### src/rtl/pio_conv_pkg.sv
package pio_conv_pkg;
  // Output field widths and clamp limits
  localparam int ADR_W   = 3;
  localparam int DAT_W   = 5;
  localparam int REC_W   = 5;
  localparam int NIB_W   = 4;
  localparam int ADR_MIN = 1;
  localparam int ADR_MAX = 4;
  localparam int DAT_MIN = 1;
  localparam int DAT_MAX = 16;
  localparam int REC_MIN = 2;
  localparam int REC_MAX = 17;
  localparam int NS_PER_US = 1000;

  typedef struct packed {
    logic [ADR_W-1:0] addr;
    logic [DAT_W-1:0] data;
    logic [REC_W-1:0] rec;
  } clk_set_t;
endpackage

### src/rtl/ns_ceil_conv.sv
module ns_ceil_conv #(
  parameter int TIN_W = 11,
  parameter int F_W   = 7,
  parameter int DIV   = 1000,
  localparam int PROD_W = TIN_W + F_W,
  localparam int SUM_W  = PROD_W + 1
) (
  input  logic [TIN_W-1:0] t_ns,
  input  logic [F_W-1:0]   f_mhz,
  output logic [SUM_W-1:0] clocks
);
  logic [PROD_W-1:0] prod;
  logic [SUM_W-1:0]  biased;

  always_comb begin
    prod   = PROD_W'(t_ns) * PROD_W'(f_mhz);
    biased = SUM_W'(prod) + SUM_W'(DIV - 1);
    clocks = biased / SUM_W'(DIV);
  end
endmodule

### src/rtl/range_clamp.sv
module range_clamp #(
  parameter int IN_W  = 19,
  parameter int OUT_W = 5,
  parameter int MINV  = 1,
  parameter int MAXV  = 16
) (
  input  logic [IN_W-1:0]  val,
  output logic [OUT_W-1:0] res
);
  always_comb begin
    if (val < IN_W'(MINV))
      res = OUT_W'(MINV);
    else if (val > IN_W'(MAXV))
      res = OUT_W'(MAXV);
    else
      res = val[OUT_W-1:0];
  end
endmodule

### src/rtl/cycle_packer.sv
module cycle_packer
  import pio_conv_pkg::*;
(
  input  logic [DAT_W-1:0]   data,
  input  logic [REC_W-1:0]   rec,
  output logic [2*NIB_W-1:0] packed_byte
);
  logic [NIB_W-1:0] d_nib;
  logic [NIB_W-1:0] r_nib;

  always_comb begin
    d_nib       = NIB_W'(data - DAT_W'(DAT_MIN));
    r_nib       = NIB_W'(rec - REC_W'(REC_MIN));
    packed_byte = {d_nib, r_nib};
  end
endmodule

### src/rtl/pio_clk_conv.sv
module pio_clk_conv
  import pio_conv_pkg::*;
#(
  parameter int T_W = 10,
  parameter int F_W = 7
) (
  input  logic           clk,
  input  logic           rst,
  input  logic           valid_in,
  input  logic [T_W-1:0] setup_ns,
  input  logic [T_W-1:0] active_ns,
  input  logic [T_W-1:0] cycle_ns,
  input  logic [F_W-1:0] bus_mhz,
  input  logic           absent,
  output logic           valid_out,
  output logic [ADR_W-1:0] addr_clk,
  output logic [DAT_W-1:0] data_clk,
  output logic [REC_W-1:0] rec_clk,
  output logic [2*NIB_W-1:0] cycle_byte
);
  localparam int TIN_W  = T_W + 1;
  localparam int SUM_W  = TIN_W + F_W + 1;
  localparam int NFIELD = 3;

  // Recovery span in ns, saturating at zero
  logic [TIN_W-1:0] busy_ns;
  logic [TIN_W-1:0] rec_ns;
  always_comb begin
    busy_ns = TIN_W'(setup_ns) + TIN_W'(active_ns);
    if (TIN_W'(cycle_ns) > busy_ns)
      rec_ns = TIN_W'(cycle_ns) - busy_ns;
    else
      rec_ns = '0;
  end

  // Field order: 0 address, 1 data, 2 recovery
  logic [TIN_W-1:0] span_ns [NFIELD];
  logic [SUM_W-1:0] raw_clk [NFIELD];
  assign span_ns[0] = TIN_W'(setup_ns);
  assign span_ns[1] = TIN_W'(active_ns);
  assign span_ns[2] = rec_ns;

  for (genvar g = 0; g < NFIELD; g++) begin : g_conv
    ns_ceil_conv #(
      .TIN_W(TIN_W),
      .F_W  (F_W),
      .DIV  (NS_PER_US)
    ) i_conv (
      .t_ns  (span_ns[g]),
      .f_mhz (bus_mhz),
      .clocks(raw_clk[g])
    );
  end

  clk_set_t clamped;
  clk_set_t chosen;

  range_clamp #(.IN_W(SUM_W), .OUT_W(ADR_W), .MINV(ADR_MIN), .MAXV(ADR_MAX))
    i_clamp_adr (.val(raw_clk[0]), .res(clamped.addr));
  range_clamp #(.IN_W(SUM_W), .OUT_W(DAT_W), .MINV(DAT_MIN), .MAXV(DAT_MAX))
    i_clamp_dat (.val(raw_clk[1]), .res(clamped.data));
  range_clamp #(.IN_W(SUM_W), .OUT_W(REC_W), .MINV(REC_MIN), .MAXV(REC_MAX))
    i_clamp_rec (.val(raw_clk[2]), .res(clamped.rec));

  always_comb begin
    if (absent) begin
      chosen.addr = ADR_W'(ADR_MIN);
      chosen.data = DAT_W'(DAT_MIN);
      chosen.rec  = REC_W'(REC_MIN);
    end else begin
      chosen = clamped;
    end
  end

  logic [2*NIB_W-1:0] packed_next;
  cycle_packer i_pack (
    .data       (chosen.data),
    .rec        (chosen.rec),
    .packed_byte(packed_next)
  );

  always_ff @(posedge clk) begin
    if (rst) begin
      valid_out  <= 1'b0;
      addr_clk   <= ADR_W'(ADR_MIN);
      data_clk   <= DAT_W'(DAT_MIN);
      rec_clk    <= REC_W'(REC_MIN);
      cycle_byte <= '0;
    end else begin
      valid_out <= valid_in;
      if (valid_in) begin
        addr_clk   <= chosen.addr;
        data_clk   <= chosen.data;
        rec_clk    <= chosen.rec;
        cycle_byte <= packed_next;
      end
    end
  end
endmodule

### config.mk
export PLATFORM = sky130hd
export DESIGN_NAME = pio_clk_conv
export DESIGN_NICKNAME = d
export VERILOG_FILES = /design/src/rtl/pio_conv_pkg.sv /design/src/rtl/ns_ceil_conv.sv /design/src/rtl/range_clamp.sv /design/src/rtl/cycle_packer.sv /design/src/rtl/pio_clk_conv.sv
export SDC_FILE = /design/constraint.sdc
export NUM_CORES = 1
export LEC_CHECK = 0
export ABC_AREA = 1
export BUFFER_PORTS_ARGS = -buffer_cell sky130_fd_sc_hd__buf_2
export CAP_MARGIN = 20
export CORE_ASPECT_RATIO = 1.5
export CORE_MARGIN = 2
export CORE_UTILIZATION = 45
export DETAILED_ROUTE_END_ITERATION = 10
export PLACE_DENSITY = 0.67
export SETUP_SLACK_MARGIN = 0.5
export SLEW_MARGIN = 20
export SYNTH_ARGS = -nofsm -noshare
export SYNTH_HDL_FRONTEND = slang
export SYNTH_SLANG_ARGS = --single-unit
### constraint.sdc
create_clock -name clk -period 10.4 [get_ports clk]
set_clock_uncertainty 0.15 [all_clocks]
set_input_delay 0 -clock clk [delete_from_list [all_inputs] [get_ports clk]]
set_output_delay 0 -clock clk [all_outputs]
set_load 0.05 [all_outputs]
Word level (Yosys, flattened, before mapping)
Cells that the tools add are included.
- register bits: 22
- input port bits: 41
- output and inout bits: 22
- logic and storage cells: 33
- add/sub/neg operators: 7
- $mul: 3
- divide/modulo/power cells: 3
- order comparisons: 7
- multiplexer cells: 8
- operators by type and width (operator ; number):
    18-bit by 10-bit adder with 19-bit output, second input constant ; 3
    19-bit by 10-bit divider with 19-bit output, second input constant ; 3
    19-bit by 5-bit > comparator with 1-bit output, second input constant ; 2
    19-bit by 1-bit less-than comparator with 1-bit output, second input constant ; 2
    10-bit by 7-bit multiplier with 17-bit output ; 2
    5-bit two-way mux ; 4
    19-bit by 3-bit > comparator with 1-bit output, second input constant ; 1
    19-bit by 2-bit less-than comparator with 1-bit output, second input constant ; 1
    11-bit by 7-bit multiplier with 18-bit output ; 1
    13-bit two-way mux ; 1
    10-bit by 10-bit adder with 11-bit output ; 1
    10-bit by 11-bit > comparator with 1-bit output ; 1
    11-bit two-way mux ; 1
    10-bit by 11-bit subtractor with 11-bit output ; 1
    3-bit two-way mux ; 2
    4-bit by 1-bit subtractor with 4-bit output, second input constant ; 1
    4-bit by 2-bit subtractor with 4-bit output, second input constant ; 1

Depth between registers and ports, before layout
Gate-level depths: netlist of the first run.
- depth after elaboration: 11
- gate-level depth with buffers: 103
- gate-level depth less buffers: 102

Hierarchy
From an unflattened synthesis of the first run, not the netlist that was laid out.
- cell total of the unflattened synthesis: 3128
- area total of the unflattened synthesis: 18690.4 um^2
- modules (own cells, without submodules) (module ; instances ; cells an instance ; area each (um^2) ; seq. area each (um^2)):
    ns_ceil_conv (g_conv[1].i_conv) ; 1 ; 915 ; 5637.9 ; 0.0
    ns_ceil_conv (g_conv[2].i_conv) ; 1 ; 908 ; 5282.6 ; 0.0
    ns_ceil_conv (g_conv[0].i_conv) ; 1 ; 892 ; 5253.8 ; 0.0
    pio_clk_conv ; 1 ; 275 ; 1870.5 ; 440.4
    range_clamp (i_clamp_rec) ; 1 ; 48 ; 219.0 ; 0.0
    range_clamp (i_clamp_dat) ; 1 ; 41 ; 172.7 ; 0.0
    range_clamp (i_clamp_adr) ; 1 ; 32 ; 155.1 ; 0.0
    cycle_packer ; 1 ; 17 ; 98.8 ; 0.0

Worst setup path before layout of the first run
Ideal clock, no wire load.
- kind: input port to flip-flop
- start: input setup_ns[0]
- end: register cycle_byte[3]
- setup time: 0.117 ns
- arrival: 11.256 ns
- required time: 10.133 ns
- setup slack: -1.123 ns
- stages on the path: 95
- path buffers: 1
- path through: ha_1 fa_1 inv_1 ha_1 a21o_1 a21oi_1 nor2_1 o21ai_0 nand2_1 nand2_1 nand2_1 a21oi_1 nor2_1 o21ai_0 nand2_1 nand2_1 inv_1 or2_2 [59 not listed] nand2_1 nor2_1 nor2_4 nand2_2 nand2_4 nand2_1 nand3_1 nand3_1 nand2_1 nand2_1 nand2_1 nand2_1 nand3_1 ha_1 o21ai_0 nand2_1 o221ai_1 inv_1
- cells in the longest elaborated chain, start to end: 11
- elaborated cells between the ends (all ways): 13
- those cells by class: add/sub: 4; mul: 1; div: 1; order compare: 3; mux: 4
- ends and longest elaborated chain (item ; RTL line ; RTL):
    start, declared ; pio_clk_conv.sv:10 ; input logic [T_W-1:0] setup_ns,
    10-bit by 10-bit adder with 11-bit output (*) ; pio_clk_conv.sv:29 ; busy_ns = TIN_W'(setup_ns) + TIN_W'(active_ns);
    10-bit by 11-bit subtractor with 11-bit output or 10-bit by 11-bit > comparator with 1-bit output (tied branches) ; pio_clk_conv.sv:31, pio_clk_conv.sv:30 ;
    11-bit two-way mux (*) ; pio_clk_conv.sv:30 ; if (TIN_W'(cycle_ns) > busy_ns)
    11-bit by 7-bit multiplier with 18-bit output (*) ; ns_ceil_conv.sv:16 ; prod = PROD_W'(t_ns) * PROD_W'(f_mhz);
    18-bit by 10-bit adder with 19-bit output (*) ; ns_ceil_conv.sv:17 ; biased = SUM_W'(prod) + SUM_W'(DIV - 1);
    19-bit by 10-bit divider with 19-bit output (*) ; ns_ceil_conv.sv:18 ; clocks = biased / SUM_W'(DIV);
    19-bit by 5-bit > comparator with 1-bit output ; range_clamp.sv:13 ; else if (val > IN_W'(MAXV))
    5-bit two-way mux ; range_clamp.sv:13 ;
    5-bit two-way mux (*) ; range_clamp.sv:11 ; if (val < IN_W'(MINV))
    13-bit two-way mux (*) ; pio_clk_conv.sv:66 ; if (absent) begin
    4-bit by 2-bit subtractor with 4-bit output (*) ; cycle_packer.sv:13 ; r_nib = NIB_W'(rec - REC_W'(REC_MIN));
    end signal, assigned ; pio_clk_conv.sv:95 ; cycle_byte <= packed_next;
    end, declared ; pio_clk_conv.sv:19 ; output logic [2*NIB_W-1:0] cycle_byte
Mark *: on every way between the ends. The rest lies on a longest branch, timed or not.
A chain may end at the register's enable or synchronous reset.

Worst setup path in the final report of the first run
- start: input setup_ns[0]
- end: register rec_clk[0]
- cells in the longest elaborated chain, start to end: 10
- elaborated cells between the ends (all ways): 12
- those cells by class: add/sub: 3; mul: 1; div: 1; order compare: 3; mux: 4
- ends and longest elaborated chain (item ; RTL line ; RTL):
    10-bit by 10-bit adder with 11-bit output (*) ; pio_clk_conv.sv:29 ;
    10-bit by 11-bit subtractor with 11-bit output or 10-bit by 11-bit > comparator with 1-bit output (tied branches) ; pio_clk_conv.sv:31, pio_clk_conv.sv:30 ;
    11-bit two-way mux (*) ; pio_clk_conv.sv:30 ;
    11-bit by 7-bit multiplier with 18-bit output (*) ; ns_ceil_conv.sv:16 ;
    18-bit by 10-bit adder with 19-bit output (*) ; ns_ceil_conv.sv:17 ;
    19-bit by 10-bit divider with 19-bit output (*) ; ns_ceil_conv.sv:18 ;
    19-bit by 5-bit > comparator with 1-bit output ; range_clamp.sv:13 ;
    5-bit two-way mux ; range_clamp.sv:13 ;
    5-bit two-way mux (*) ; range_clamp.sv:11 ;
    13-bit two-way mux (*) ; pio_clk_conv.sv:66 ;
    end signal, assigned ; pio_clk_conv.sv:87 ; rec_clk <= REC_W'(REC_MIN);
    end signal, assigned ; pio_clk_conv.sv:94 ; rec_clk <= chosen.rec;
    end, declared ; pio_clk_conv.sv:18 ; output logic [REC_W-1:0] rec_clk,
Marked as above.

==> impl_metrics.env, run 1 <==
export IMPL_critical_path_class="input port to flip-flop"
export IMPL_dieArea_um2=34100
export IMPL_io_buffers=62
export IMPL_avgSynthCellArea_um2=6.11
export IMPL_dp_hpwl_um=31700
export IMPL_multi_input_area_um2=13800
export IMPL_drive_gt1_frac=0.304
export IMPL_status="finished with violations"
export IMPL_grt_max_degree=23
export IMPL_wl_per_cell_um=12.3
export IMPL_viasPerCell=5.03
export IMPL_synth_top_cell_by_area="nand2_1"
export IMPL_critPathCaptureType="flip-flop"
export IMPL_maxCapViolCount=0
export IMPL_root_buffer="clkbuf_16"
export IMPL_synthesis_area_um2=14700
export IMPL_setup_viol=8
export IMPL_hold_violations=0
export IMPL_syn_inst=2401
export IMPL_async_flop_share=0
export IMPL_die_h_um=225
export IMPL_cts_sinks=21
export IMPL_cts_max_path_buffers=2
export IMPL_synthTopCellsByArea="nand2_1, fa_1, ha_1"
export IMPL_fill_cells=2977
export IMPL_ys_ff_latch=21
export IMPL_fmax_mhz=84.0
export IMPL_core_rowCount=81
export IMPL_mostFrequentLayoutCell="nand2_1"
export IMPL_drt_pass1_iterations=5
export IMPL_num_vias=15877
export IMPL_nNetsFinal=3048
export IMPL_maxSlewHeadroom=0.590
export IMPL_coreArea_um2=32300
export IMPL_hp_class="input port to flip-flop"
export IMPL_yosysWarnings=0
export IMPL_worstPathArrival_ns=11.90
export IMPL_cts_tree="yes"
export IMPL_cp_max_fo=8
export IMPL_fin_crit_sh=1.15
export IMPL_cts_buffers=3
export IMPL_syn_num_nets=2708
export IMPL_gp_congestion=0.896
export IMPL_grt_ovfl_total=0
export IMPL_ant_nets=0
export IMPL_grt_usage=0.224
export IMPL_slowest_delay_ns=0.56
export IMPL_clkLatencyLatePin_ns=0.25
export IMPL_worst_pin_slew_ns=0.610
export IMPL_rsz0062_at_grt="true"
export IMPL_min_period_ns=11.91
export IMPL_slew_viol_final=0
export IMPL_layout_common_cells="nand2_1, inv_1, buf_4"
export IMPL_required_ns=10.38
export IMPL_diodes=0
export IMPL_synth_edf_count=0
export IMPL_path_clk_slew_ns=0.06
export IMPL_register_area_um2=420
export IMPL_antenna_found_initial=0
export IMPL_drt_iter0_markers=516
export IMPL_grt_pass1_wl_um=66000
export IMPL_yosysSeqAreaShare=0.0287
export IMPL_io_pins=63
export IMPL_dp_slack_ns=-1.89
export IMPL_critPathLaunchType="input port"
export IMPL_violations="negative setup slack"
export IMPL_grt_pass1_vias=15852
export IMPL_layout_setup_ws_ns=-1.51
export IMPL_drc=0
export IMPL_critPathSlowestCell="fa_1"
export IMPL_start_util=0.453
export IMPL_synth_cell_type_count=59
export IMPL_die_w_um=151
export IMPL_totalWireLength_um=38800
export IMPL_cts_max_level=1
export IMPL_yosysTopAreaCellShare=0.181
export IMPL_yosys_most_used_dff="dfxtp_1"
export IMPL_area_growth_pct=31.4
metrics by stage:
step	TNS (ns)	hold slack, ns	instance area (µm²)	instances	util
6_report	-9.21	0.0163	19300	3155	0.596
5_1_grt	-15.17	0.0330	19300	3155	0.596
4_1_cts	-6.53	0.0132	18500	3131	0.573
3_5_place_dp	-11.35	0.174	17400	3066	0.537
3_3_place_gp	-9.06	0.179	17400	3066	0.537
2_1_floorplan	-2.32	-0.0543	15000	2401	-
repair_timing:
item                                    CTS  global route
resized for setup                       164           133
hold buffers                              1             0
endpoints found under the setup margin    8            18
cloned                                    3             0
setup buffers                            57            24
endpoints found under the hold margin    11             0
pin swaps                                86            83
registers in the layout, indices dropped and copies added, names as in the netlist:
register	flops
addr_clk	3
cycle_byte	7
data_clk	5
rec_clk	5
valid_out	1
cells in the mapped netlist (3+ instances only):
cell,number
or2_1,3
inv_1,444
nand2_2,78
a21boi_0,4
o21bai_1,6
nand3_2,23
dfxtp_1,21
xor2_1,54
inv_2,35
o21ai_0,53
nand2_4,19
fa_1,128
and2_1,4
clkbuf_1,17
nor2_2,35
or2_2,7
nand2_1,705
nand3b_1,11
o21ai_1,17
o21ai_2,7
a21o_1,5
nor2_1,187
o211ai_1,5
nor2_4,6
a21oi_2,9
nand4_1,31
xnor2_1,22
a21oi_1,80
nand3_1,187
nor3_1,16
clkinv_1,6
ha_1,138
layout make-up:
| type | count | area share |
|---|---|---|
| Sequential cell | 21 | 0.0218 |
| Clock inverter | 1 | 0.000260 |
| Tap cell | 415 | 0.0270 |
| Multi-Input combinational cell | 1875 | 0.714 |
| Clock buffer | 3 | 0.00390 |
| Inverter | 486 | 0.0961 |
| Timing Repair Buffer | 354 | 0.137 |
per-layer routing:
layer / GRT usage / share of wire / up-vias / wire [µm]
li1: - / - / 8122 / -
met1: 0.252 / 0.39 / 7390 / 15300
met2: 0.452 / 0.55 / 280 / 21500
met3: 0.0105 / 0.028 / 85 / 1080
met4: 0.0500 / 0.023 / 0 / 905
met5: 0 / 0 / - / 0
final timing paths:
| kind | startpoint | end | slack (ns) | depth (start not counted) |
|---|---|---|---|---|
| worst max-delay path | setup_ns[0] | rec_clk[0] | -1.51 | 93 |
| worst min-delay path | valid_in | rec_clk[2] | 0.02 | 2 |
| worst max register to register | cycle_byte[7] | cycle_byte[7] | 9.54 | 6 |
| worst min register to register | rec_clk[1] | rec_clk[1] | 0.30 | 2 |
worst max-delay path: cells and delay by family:
| family | cells | cell delay [ns] |
|---|---|---|
| fa+ha+maj | 8 | 3.17 |
| simple gates | 57 | 5.55 |
| compound gates | 9 | 1.20 |
| buf+inv | 19 | 1.94 |
cell families after synthesis:
family                   share of synthesized area
AO/OA/AOI/OAI                               0.0841
buffers and inverters                        0.131
flip-flops                                  0.0287
XOR/XNOR                                    0.0476
AND/OR/NAND/NOR                              0.416
adder cells (fa/ha/maj)                      0.293
Power of run 1 is not shown: default switching activity piles up to over one toggle a cycle in this logic, so the estimate is an artifact.
==> inputs of run 2 (changes only) <==
CORE_UTILIZATION = 55   (was 45)
PLACE_DENSITY = 0.78   (was 0.67)
==> run 2 against run 1 <==
The flow still finishes with violations (negative setup slack); via count is 5.0% higher; hold slack lost 0.0052 ns; die area fell by 18%; global-route usage is 5.4 points higher; worst setup slack worse by 0.42 ns; sequential share of layout area about the same; largest cell class unchanged; highest routed layer unchanged.
==> impl_metrics.env, run 2 (same netlist as run 1, synthesis figures left out) <==
export IMPL_critPathCaptureType="flip-flop"
export IMPL_cts_max_path_buffers=2
export IMPL_largest_reg_flops=7
export IMPL_critical_path_class="input port to flip-flop"
export IMPL_min_period_ns=12.34
export IMPL_layout_setup_ws_ns=-1.94
export IMPL_die_w_um=137
export IMPL_worstPathArrival_ns=12.33
export IMPL_ff2ff_path_depth=6
export IMPL_diodes=0
export IMPL_worst_pin_slew_ns=0.643
export IMPL_cp_max_fo=8
export IMPL_rsz0062_at_grt="true"
export IMPL_grt_ovfl_total=0
export IMPL_fill_cells=1852
export IMPL_root_buffer="clkbuf_16"
export IMPL_fin_crit_sh=1.19
export IMPL_totalWireLength_um=42400
export IMPL_grt_usage=0.278
export IMPL_slowest_delay_ns=0.57
export IMPL_drc=0
export IMPL_layout_common_cells="nand2_1, inv_1, buf_4"
export IMPL_drive_gt1_frac=0.314
export IMPL_critPathSlowestCell="fa_2"
export IMPL_num_vias=16672
export IMPL_cts_buffers=3
export IMPL_gp_congestion=0.917
export IMPL_cts_max_level=1
export IMPL_multi_input_area_um2=13900
export IMPL_viasPerCell=5.41
export IMPL_io_pins=63
export IMPL_required_ns=10.40
export IMPL_area_growth_pct=31.8
export IMPL_slew_viol_final=0
export IMPL_mostFrequentLayoutCell="nand2_1"
export IMPL_drt_pass1_iterations=5
export IMPL_coreArea_um2=26400
export IMPL_postLayoutCoreUtil=0.732
export IMPL_start_util=0.555
export IMPL_hold_violations=0
export IMPL_clkLatencyLatePin_ns=0.25
export IMPL_hold_depth=2
export IMPL_cpMostUsedCell="nand2_1"
export IMPL_antenna_found_initial=0
export IMPL_wl_per_cell_um=13.7
export IMPL_cts_sinks=21
export IMPL_grt_pass1_vias=16175
export IMPL_hp_class="input port to flip-flop"
export IMPL_maxCapViolCount=0
export IMPL_maxSlewHeadroom=0.568
export IMPL_die_h_um=204
export IMPL_io_buffers=62
export IMPL_ant_nets=0
export IMPL_violations="negative setup slack"
export IMPL_path_clk_slew_ns=0.06
export IMPL_nNetsFinal=3055
export IMPL_cts_tree="yes"
export IMPL_register_area_um2=420
export IMPL_grt_pass1_wl_um=67100
export IMPL_dp_hpwl_um=31000
export IMPL_largest_register="cycle_byte"
export IMPL_fmax_mhz=81.1
export IMPL_status="finished with violations"
export IMPL_dieArea_um2=28000
export IMPL_grt_max_degree=24
export IMPL_setup_viol=8
export IMPL_critPathLaunchType="input port"
export IMPL_core_rowCount=73
export IMPL_largest_registers="cycle_byte (7), data_clk (5), rec_clk (5)"
export IMPL_drt_iter0_markers=848
-- run 2: changes by cell type in the layout (fill, tap and decap cells not counted), moves of 3 or more --
cell,delta
buf_4,+6
nor3_2,-3
nand2_1,-7
nand3_2,+5
a21oi_1,-3
nand3_4,+3
nand2_2,+5
nand3_1,-8
fa_2,+3
nor2_2,+4
nand2_4,+3
fa_1,-3
inv_4,+3
-- run 2: final cells by class --
type | count | share of cell area
clock buffer | 3 | 0.00388
clock inverter | 1 | 0.000259
inverter | 486 | 0.0961
multi-input combinational | 1875 | 0.718
sequential | 21 | 0.0218
tap | 337 | 0.0218
timing repair buffer | 360 | 0.138
timing repair inverter | 1 | 0.000453
-- run 2: layer usage --
layer,track usage,part of all wire
met5,0,0
met3,0.0151,0.041
met2,0.547,0.54
met4,0.0939,0.042
met1,0.309,0.38
-- run 2: timing repair --
item | CTS | global route
gates resized for setup | 135 | 198
endpoints found under the setup margin | 8 | 19
buffers inserted | 51 | 40
endpoints found under the hold margin | 11 | 0
hold buffers | 1 | 0
cloned | 4 | 0
pin swaps | 66 | 83
-- run 2: final timing paths --
kind / end / slack [ns] / from
worst max-delay path: cycle_byte[3] / -1.94 / active_ns[0]
worst min-delay path: cycle_byte[2] / 0.01 / valid_in
worst max register to register: cycle_byte[7] / 9.48 / cycle_byte[7]
worst min register to register: rec_clk[1] / 0.31 / rec_clk[1]
-- run 2: worst max-delay path: cells and delay by family --
family	cells	cell delay, ns
compound gates	11	1.57
fa+ha+maj	9	3.41
buf+inv	12	1.02
simple gates	60	6.28
-- run 2: stage by stage --
| stage | instances | setup TNS (ns) | area [µm²] | setup slack, ns | hold slack [ns] |
|---|---|---|---|---|---|
| final | 3084 | -12.31 | 19300 | -1.94 | 0.0111 |
| after global routing | 3084 | -16.39 | 19300 | -2.48 | 0.0336 |
| after CTS | 3044 | -6.23 | 18200 | -1.14 | 0.00304 |
| after detailed placement | 2984 | -11.69 | 17200 | -1.90 | 0.173 |
| after global placement | 2984 | -8.68 | 17200 | -1.50 | 0.175 |
| after floorplan | 2401 | -2.32 | 15000 | -0.667 | -0.0543 |
Power of run 2 is left out for the same reason.
==> inputs of run 3 (changes only) <==
RECOVER_POWER = 25   (was not set)
==> run 3 against run 2 <==
The flow still finishes with violations (negative setup slack); design area about the same; sequential share of layout area about the same; flip-flop and latch count unchanged; routed wire length about the same; via count about the same.
==> impl_metrics.env, run 3 (same netlist as run 1, synthesis figures left out) <==
export IMPL_status="finished with violations"
export IMPL_violations="negative setup slack"
export IMPL_whs_endpoint="cycle_byte[2]"
export IMPL_grt_ovfl_total=0
export IMPL_gp_congestion=0.917
export IMPL_dp_slack_ns=-1.90
export IMPL_mostFrequentLayoutCell="nand2_1"
export IMPL_maxCapViolCount=0
export IMPL_drt_pass1_iterations=5
export IMPL_critPathSlowestCell="fa_2"
export IMPL_drive_gt1_frac=0.311
export IMPL_grt_pass1_wl_um=67100
export IMPL_cts_buffers=3
export IMPL_path_clk_slew_ns=0.06
export IMPL_core_rowCount=73
export IMPL_register_area_um2=420
export IMPL_critPathCaptureType="flip-flop"
export IMPL_grt_max_degree=24
export IMPL_largest_register="cycle_byte"
export IMPL_ant_nets=0
export IMPL_critical_path_class="input port to flip-flop"
export IMPL_fin_crit_sh=1.19
export IMPL_fmax_mhz=81.1
export IMPL_cpMostUsedCell="nand2_1"
export IMPL_layout_setup_ws_ns=-1.94
export IMPL_min_period_ns=12.34
export IMPL_critPathLaunchType="input port"
export IMPL_worst_pin_slew_ns=0.641
export IMPL_worstHoldStart="valid_in"
export IMPL_root_buffer="clkbuf_16"
export IMPL_largest_registers="cycle_byte (7), data_clk (5), rec_clk (5)"
export IMPL_drc=0
export IMPL_multi_input_area_um2=13900
export IMPL_dieArea_um2=28000
export IMPL_slew_viol_final=0
export IMPL_cts_max_path_buffers=2
export IMPL_dp_cells=2984
export IMPL_viasPerCell=5.40
export IMPL_io_pins=63
export IMPL_worstPathArrival_ns=12.33
export IMPL_timing_rr_start="cycle_byte[7]"
export IMPL_cts_sinks=21
export IMPL_r2r_end="cycle_byte[7]"
export IMPL_hp_class="input port to flip-flop"
export IMPL_fill_cells=1857
export IMPL_rsz0062_at_grt="true"
export IMPL_slowest_delay_ns=0.57
export IMPL_totalWireLength_um=42400
export IMPL_reg2reg_slack_ns=9.49
export IMPL_die_h_um=204
export IMPL_cp_max_fo=8
export IMPL_wl_per_cell_um=13.8
export IMPL_drt_iter0_markers=850
export IMPL_cts_tree="yes"
export IMPL_fin_hold_ws_ns=0.0137
export IMPL_area_growth_pct=31.8
export IMPL_start_util=0.555
export IMPL_largest_reg_flops=7
export IMPL_coreArea_um2=26400
export IMPL_ff2ff_path_depth=6
export IMPL_io_buffers=62
export IMPL_maxSlewHeadroom=0.569
export IMPL_instances_no_fill=3084
export IMPL_diodes=0
export IMPL_grt_usage=0.278
export IMPL_antenna_found_initial=0
export IMPL_hold_violations=0
export IMPL_num_vias=16667
export IMPL_grt_pass1_vias=16175
export IMPL_setup_viol=8
export IMPL_cts_max_level=1
export IMPL_required_ns=10.40
export IMPL_nNetsFinal=3055
export IMPL_hold_depth=2
export IMPL_dp_hpwl_um=31000
export IMPL_die_w_um=137
export IMPL_clkLatencyLatePin_ns=0.25
export IMPL_layout_common_cells="nand2_1, inv_1, buf_4"
[run 3: changes by cell type in the layout (fill, tap and decap cells not counted), sizes merged]
cell	previous run	this run
buf	358	350
clkbuf	4	12
[run 3: repair_timing]
action	CTS	global route
pin swaps	66	83
buffers inserted	51	40
resized for setup	135	198
endpoints found under the setup margin	8	19
gates cloned	4	0
hold buffers	1	0
endpoints found under the hold margin	11	0
[run 3: worst max-delay path by stage]
| stage | start | endpoint | slack [ns] | cells after the start |
|---|---|---|---|---|
| final | active_ns[0] | cycle_byte[3] | -1.94 | 92 |
| after global routing | setup_ns[0] | cycle_byte[3] | -2.48 | 91 |
| after CTS | active_ns[0] | cycle_byte[3] | -1.14 | 93 |
| after detailed placement | active_ns[0] | cycle_byte[3] | -1.90 | 88 |
| after global placement | active_ns[0] | cycle_byte[3] | -1.50 | 88 |
| after floorplan | setup_ns[0] | cycle_byte[3] | -0.67 | 93 |
[run 3: layout make-up]
| type | count | share of cell area |
|---|---|---|
| inverter | 486 | 0.0962 |
| timing repair inverter | 1 | 0.000453 |
| sequential | 21 | 0.0218 |
| tap | 337 | 0.0218 |
| multi-input combinational | 1875 | 0.718 |
| clock inverter | 1 | 0.000259 |
| clock buffer | 3 | 0.00389 |
| timing repair buffer | 360 | 0.138 |
[run 3: critical path, delay by kind of cell]
kind                       cells  cell delay, ns
AOI/OAI and AO/OA             11            1.57
adders and majority gates      9            3.41
buffers and inverters         12            1.02
and+or+nand+nor               60            6.28
[run 3: metrics by stage]
stage / util / TNS, ns / instance area (µm²)
6_report: 0.732 / -12.36 / 19300
5_1_grt: 0.732 / -16.43 / 19300
4_1_cts: 0.689 / -6.23 / 18200
3_5_place_dp: 0.652 / -11.69 / 17200
3_3_place_gp: 0.652 / -8.68 / 17200
2_1_floorplan: - / -2.32 / 15000
[run 3: layer usage]
layer / GRT usage / share of wire / vias to the layer above
met5: 0 / 0 / -
met4: 0.0939 / 0.042 / 0
met3: 0.0151 / 0.041 / 205
met2: 0.547 / 0.54 / 559
met1: 0.309 / 0.38 / 7760
li1: - / - / 8143
Power of run 3 is left out for the same reason.
